<file path="src/rtl/ubr_pkg.sv">
package ubr_pkg;
  // Strobes from one direction's control to its datapath.
  typedef struct packed {
    logic load;     // write the input word into storage this cycle
    logic driveOn;  // registered port drive flag
  } xferStrobe_t;
endpackage

</file>
<file path="src/rtl/ubr_ctrl.sv">
module ubr_ctrl
  import ubr_pkg::*;
(
  input  logic        clk,
  input  logic        rstN,
  input  logic        latchEn,
  input  logic        clkEnN,
  input  logic        xferClk,
  input  logic        outEnN,
  output xferStrobe_t strobe
);
  logic prevClk;
  logic driveQ;
  logic clkRise;

  // Previous transfer-clock sample; reset to 1 so a clock high at release is no edge.
  always_ff @(posedge clk) begin
    if (!rstN) begin
      prevClk <= 1'b1;
      driveQ  <= 1'b0;
    end else begin
      prevClk <= xferClk;
      driveQ  <= ~outEnN;
    end
  end

  always_comb begin
    clkRise        = xferClk & ~prevClk;
    strobe.load    = latchEn | (~clkEnN & clkRise);
    strobe.driveOn = driveQ;
  end

  // drive flag follows the inverted output enable one cycle later
  assert_drive_follows_R7: assert property (@(posedge clk) disable iff (!rstN)
    1'b1 |=> (strobe.driveOn == !$past(outEnN)));
endmodule

</file>
<file path="src/rtl/ubr_datapath.sv">
module ubr_datapath
  import ubr_pkg::*;
#(
  parameter int WIDTH = 18
) (
  input  logic             clk,
  input  logic             rstN,
  input  xferStrobe_t      strobe,
  input  logic [WIDTH-1:0] dataIn,
  output logic [WIDTH-1:0] dataOut,
  output logic             drive
);
  logic [WIDTH-1:0] storeQ;

  always_ff @(posedge clk) begin
    if (!rstN)            storeQ <= '0;
    else if (strobe.load) storeQ <= dataIn;
  end

  assign dataOut = storeQ;
  assign drive   = strobe.driveOn;

  // without a load strobe the stored word does not move
  assert_hold_without_load_R5: assert property (@(posedge clk) disable iff (!rstN)
    !strobe.load |=> $stable(storeQ));
  // a load strobe writes the word sampled in that cycle
  assert_load_writes_R3: assert property (@(posedge clk) disable iff (!rstN)
    strobe.load |=> (storeQ == $past(dataIn)));
endmodule

</file>
<file path="src/rtl/bidir_bus_register.sv">
module bidir_bus_register
  import ubr_pkg::*;
#(
  parameter int WIDTH = 18
) (
  input  logic             clk,
  input  logic             rstN,
  input  logic [WIDTH-1:0] aIn,
  input  logic             abOutEnN,
  input  logic             abLatchEn,
  input  logic             abXferClk,
  input  logic             abClkEnN,
  output logic [WIDTH-1:0] bOut,
  output logic             bDrive,
  input  logic [WIDTH-1:0] bIn,
  input  logic             baOutEnN,
  input  logic             baLatchEn,
  input  logic             baXferClk,
  input  logic             baClkEnN,
  output logic [WIDTH-1:0] aOut,
  output logic             aDrive
);
  localparam int NumDir = 2;  // index 0: A-to-B, index 1: B-to-A

  logic [NumDir-1:0][WIDTH-1:0] dirIn, dirOut;
  logic [NumDir-1:0]            dirLe, dirCen, dirClk, dirOe, dirDrive;

  assign dirIn  = {bIn, aIn};
  assign dirLe  = {baLatchEn, abLatchEn};
  assign dirCen = {baClkEnN, abClkEnN};
  assign dirClk = {baXferClk, abXferClk};
  assign dirOe  = {baOutEnN, abOutEnN};
  assign bOut   = dirOut[0];
  assign aOut   = dirOut[1];
  assign bDrive = dirDrive[0];
  assign aDrive = dirDrive[1];

  // two identical, independent channels; R10 follows from separate state
  for (genvar d = 0; d < NumDir; d++) begin : g_dir
    xferStrobe_t strobe;

    ubr_ctrl u_ctrl (
      .clk     (clk),
      .rstN    (rstN),
      .latchEn (dirLe[d]),
      .clkEnN  (dirCen[d]),
      .xferClk (dirClk[d]),
      .outEnN  (dirOe[d]),
      .strobe  (strobe)
    );

    ubr_datapath #(.WIDTH(WIDTH)) u_dp (
      .clk     (clk),
      .rstN    (rstN),
      .strobe  (strobe),
      .dataIn  (dirIn[d]),
      .dataOut (dirOut[d]),
      .drive   (dirDrive[d])
    );

    // latch enable high gives the sampled input on the next cycle
    assert_transparent_R2: assert property (@(posedge clk) disable iff (!rstN)
      dirLe[d] |=> (dirOut[d] == $past(dirIn[d])));
    // clock enable high blocks captures while not transparent
    assert_clock_inhibit_R4: assert property (@(posedge clk) disable iff (!rstN)
      (!dirLe[d] && dirCen[d]) |=> $stable(dirOut[d]));
    // enabled rising transfer clock captures the sampled input
    assert_clocked_capture_R3: assert property (@(posedge clk) disable iff (!rstN)
      (!dirLe[d] && !dirCen[d] && dirClk[d] && !$past(dirClk[d]) && $past(rstN))
      |=> (dirOut[d] == $past(dirIn[d])));
    // steady transfer clock with latch enable low keeps the word
    assert_latched_hold_R6: assert property (@(posedge clk) disable iff (!rstN)
      (!dirLe[d] && $stable(dirClk[d])) |=> $stable(dirOut[d]));
  end
endmodule

</file>
<file path="config.mk">
export PLATFORM = sky130hd
export DESIGN_NAME = bidir_bus_register
export DESIGN_NICKNAME = d
export VERILOG_FILES = /design/src/rtl/ubr_pkg.sv /design/src/rtl/ubr_ctrl.sv /design/src/rtl/ubr_datapath.sv /design/src/rtl/bidir_bus_register.sv
export SDC_FILE = /design/constraint.sdc
export NUM_CORES = 1
export LEC_CHECK = 0
export ABC_CLOCK_PERIOD_IN_PS = 1800
export CAP_MARGIN = 20
export CORE_MARGIN = 8
export CORE_UTILIZATION = 25
export CTS_CLUSTER_DIAMETER = 120
export DETAILED_ROUTE_END_ITERATION = 10
export SKIP_CTS_REPAIR_TIMING = 1
export SLEW_MARGIN = 20
export SYNTH_ARGS = -nofsm -noshare
export SYNTH_HDL_FRONTEND = slang
export SYNTH_SLANG_ARGS = --single-unit
</file>
<file path="constraint.sdc">
create_clock -name clk -period 1.8 [get_ports clk]
set_input_delay 0.54 -clock clk [delete_from_list [all_inputs] [get_ports clk]]
set_output_delay 0.54 -clock clk [all_outputs]
set_load 0.005 [all_outputs]
</file>
# Word-level counts from Yosys, hierarchy flattened
# Index checks and enable logic that the tools add are counted.
dict set report totals {
  regBits 40
  input_bits 46
  elab_cells 18
}
dict set report op_classes {
  bitwise 12
}
# operator n
set op_table {}
lappend op_table {{$not A1 Y1} 6}
lappend op_table {{$and A1 B1 Y1} 4}
lappend op_table {{$or A1 B1 Y1} 2}

# Longest topological paths before layout
dict set report depth {
  depth_word 4
  depth_mapped 5
}

# By module
# From an unflattened synthesis, not the netlist that was laid out.
dict set report unflattened {
  cells_unflattened 130
  area_unflattened_um2 1534.0
}
# mod n_inst cells_per_inst area_per_inst_um2 seq_area_each_um2
set by_module_without_submodules {}
lappend by_module_without_submodules {ubr_datapath 2 58 695.7 360.3}
lappend by_module_without_submodules {ubr_ctrl 2 7 71.3 40.0}

# Least setup slack after synthesis
# Ideal clock, no wire load.
dict set report synth_path {
  kind {input port to flip-flop}
  startpoint {in baXferClk}
  endpoint {reg g_dir[1].u_dp.storeQ[0]}
  t_arrival_ns 1.273
  required_ns 1.728
  slack_ns 0.456
  path_stages 4
  n_path_buf 1
  cell_sequence {nor3b_4 nor2_4 buf_8 mux2i_1}
}
dict set report synth_between {
  elab_chain_cells 3
}
# item line_no
set synth_lines {}
lappend synth_lines {{start, declared} bidir_bus_register.sv:18} ;# input logic baXferClk,
lappend synth_lines {{$and A1 B1 Y1} ubr_ctrl.sv:28} ;# clkRise = xferClk & ~prevClk;
lappend synth_lines {{$and A1 B1 Y1} ubr_ctrl.sv:29} ;# strobe.load = latchEn | (~clkEnN & clkRise);
lappend synth_lines {{$or A1 B1 Y1} ubr_ctrl.sv:29}
lappend synth_lines {{end signal, assigned} ubr_datapath.sv:17} ;# else if (strobe.load) storeQ <= dataIn;
lappend synth_lines {{end, declared} ubr_datapath.sv:13} ;# logic [WIDTH-1:0] storeQ;
# Every way passes these cells.
# A chain may end at the register's enable or synchronous reset.

# Final worst setup path
dict set report layout_path {
  startpoint {reg g_dir[1].u_dp.storeQ[13]}
  endpoint {out aOut[13]}
}
# item line_no
set layout_rtl {}
lappend layout_rtl {{end, declared} bidir_bus_register.sv:20} ;# output logic [WIDTH-1:0] aOut,
# No word-level cell between the ends.

==> metrics.md <==
| Metric | Value |
|---|---|
| GRT overflow | 0 |
| Skew-Pair Late Insertion Delay | just under 0.3 ns |
| Vias per Instance | between 4 and 5 |
| Synth warn | 0 |
| Pre-antenna DRT Iters | 4 |
| Sequential cell area fraction in the yosys report | roughly half |
| PD cells | about 770 nW/um^2 |
| Core area | between 6000 and 7000 um^2 |
| CP Cell Sequence | clkdlybuf4s50_1 |
| Critical path buffers and inverters | 1 |
| Yosys top cell by area | dfxtp_1 |
| # setup viols final | 0 |
| DR WL/cell | approximately 13 um |
| Worst R2R Setup Slack | between 0.5 and 0.6 ns |
| Max VDD drop | 377 uV |
| DRT met1 WL | 1600 um |
| Initial drt markers | 46 |
| CP max-delay cell | clkdlybuf4s50_1 |
| RR Startpoint | g_dir[1].u_ctrl.prevClk |
| Nets | 294 |
| Max Cap Viol | 0 |
| IO Pins | 84 |
| Status | finished clean |
| Worst R2R End | g_dir[1].u_dp.dataOut[11] |
| Drt drc | 0 |
| Share of cells above drive strength 1 | 5.22% |
| Area contributors post-synth | dfxtp_1 51%, mux2i_1 23%, nand2_1 17% |
| All-Layer GR Usage | under 10% |
| Worst hold endpoint | g_dir[0].u_dp.dataOut[1] |
| Clock network fraction of design power | about a third |
| Post-synth top area share | 51.2% |
| CTS tree | done |
| Met2 WL | about 1900 um |
| Root Driver | clkbuf_8 |
| Initial antenna violation count | 0 |
| Global-route wire length before repair | 6520 um |
| Crit end category | primary output |
| Switch share | a little under a quarter |
| Final min period | 1.69 ns |
| Worst slew margin | 56.1% |
| Die W | approximately 95 um |
| Worst Hold Depth | 2 |
| Mapped cell area | between 1500 and 2000 um^2 |
| CTS sink cnt | 40 |
| Routability-driven placement congestion ratio | about 0.65 |
| Critical path class | reg2out |
| Seq pwr share | 49.5% |
| Final hold violations | 0 |
| Hold_ws | 0.459 ns |
| Synth Register Bits | 40 |
| Syn Nets | ~210 |
| Switching pwr | 0.000468 W |
| Post-Place Setup Slack | -0.204 ns |
| Fmax | roughly 0.6 GHz |
| Standby leakage power | 1.05 nW |
| HPWL after DPL | around 3000 um |
| Yosys cell types | 14 |
| Vias | between 1,000 and 1,500 |
| Die height | approximately 95 um |
| Total Routed Length | around 4100 um |
| Vias in the first global route | approximately 1,500 |
| Hold Path Class | reg2reg |
| DRT antenna net count | 0 |
| Max Slew Vio Count | 0 |
| Starting Density | roughly 25% |
| Diode count | 0 |
| H-tree levels | 2 |
| P&R area growth vs syn | 63.2% |
| Final WS setup | 0.106 ns |
| Row cnt | 29 |
| CP max stage delay | between 0.5 and 0.6 ns |
| Combinational share of power | 18.4% |
| Clock Path Buffers | 2 |
| DR top layer | met4 |
| Critical Path RT | ~1.3 ns |
| Worst EP arrival | about 1.2 ns |
| Startpoint Class | register |
| IO Port Bufs | 83 |
| Post-Synthesis Cells | 167 |
| RSZ-0062 raised after global routing | false |
| Fin Clk Skew | 0.00785 ns |
| Slew of the pin with the lowest slew margin | around 0.66 ns |
| Hold path start | g_dir[0].u_dp.dataOut[1] |
| Die footprint | 9050 um^2 |
| Cell family contributing the most delay on the critical path | buffers and inverters |
| Met3 wire len | 547 um |
| Worst-path clk slew | about 0.08 ns |
| Final Cycle Share | 94.1% |
| Largest net degree at the start of global routing | a little under 80 |
| TritonCTS buffer count | 5 |
| Crit-path max FO | 2 |
| Avg Synthesized Cell Area | approximately 9.4 um^2 |
| Worst-case reg-to-reg path depth | 3 |
| Internal power | 0.00149 W |
[cells in the mapped netlist]
master,n
nor2b_1,2
nor3b_4,1
clkbuf_1,3
buf_2,5
dfxtp_1,40
nand2b_1,2
buf_6,1
nand2_1,72
nor2_1,1
buf_4,1
buf_8,1
nor2_4,1
mux2i_1,36
a21oi_1,1
[metal layers]
metal  track usage (%)  up-vias
li1                  -      695
met1              9.22      605
met2              15.6       49
met3              5.91        5
met4              2.73        0
met5                 0        -
[stage by stage]
step	util, %	total power (W)	setup TNS [ns]	std cells	instance area, um^2
after floorplan	-	0.00112	0	167	1570
after global placement	39.7	0.00136	-2.96	318	2460
after detailed placement	39.7	0.00136	-3.26	318	2460
after CTS	41.2	0.00200	0	326	2550
after global routing	41.2	0.00207	0	326	2550
final	41.2	0.00196	0	326	2550
[layout by cell type (no fill, tap or decap)]
cell,n
clkinvlp_4,1
buf_12,2
nor2_4,1
nor2_1,1
nor3b_4,1
nand2b_1,2
buf_2,1
mux2i_1,36
clkdlybuf4s50_1,82
clkbuf_8,6
nand2_1,72
a21oi_2,1
dfxtp_1,40
nor2b_1,2
clkbuf_1,1
[layout make-up]
| class | count | area [um^2] |
|---|---|---|
| Multi-Input combinational cell | 116 | 698 |
| Clock inverter | 1 | 7.51 |
| Timing Repair Buffer | 85 | 866 |
| Tap cell | 77 | 96.3 |
| Sequential cell | 40 | 801 |
| Fill cell | 612 | 3650 |
| Clock buffer | 7 | 86.3 |
[registers in the layout, indices dropped and copies added (netlist names)]
| name | flops |
|---|---|
| g_dir.u_ctrl.prevClk | 2 |
| g_dir.u_dp.dataOut | 36 |
| g_dir.u_ctrl.driveQ | 2 |
[power by group through the flow]
stage          combinational, W  sequential, W  clock [W]
2_1_floorplan          0.000128       0.000996          0
3_3_place_gp           0.000366       0.000991          0
3_5_place_dp           0.000369       0.000991          0
4_1_cts                0.000371       0.000972   0.000658
5_1_grt                0.000396       0.000980   0.000692
6_report               0.000361       0.000971   0.000629
[worst max path at each step]
stage	start	end	slack, ns	cells past startpoint
global route	baXferClk	g_dir[1].u_dp.dataOut[1]	0.02	4
floorplan	baXferClk	g_dir[1].u_dp.dataOut[0]	0.46	4
global placement	baXferClk	g_dir[1].u_dp.dataOut[0]	-0.17	4
finish	g_dir[1].u_dp.dataOut[13]	aOut[13]	0.11	1
CTS	g_dir[0].u_dp.dataOut[14]	bOut[14]	0.09	1
detailed placement	baXferClk	g_dir[1].u_dp.dataOut[1]	-0.20	4
[cell families after synthesis]
| logic type | count (synthesis) | synth area share, % |
|---|---|---|
| AND/OR/NAND/NOR | 79 | 21.0 |
| flip-flops | 40 | 51.2 |
| multiplexers | 36 | 23.0 |
| buffers and inverters | 11 | 4.48 |
| AO/OA/AOI/OAI | 1 | 0.319 |
(Power assumes the default switching activity.)
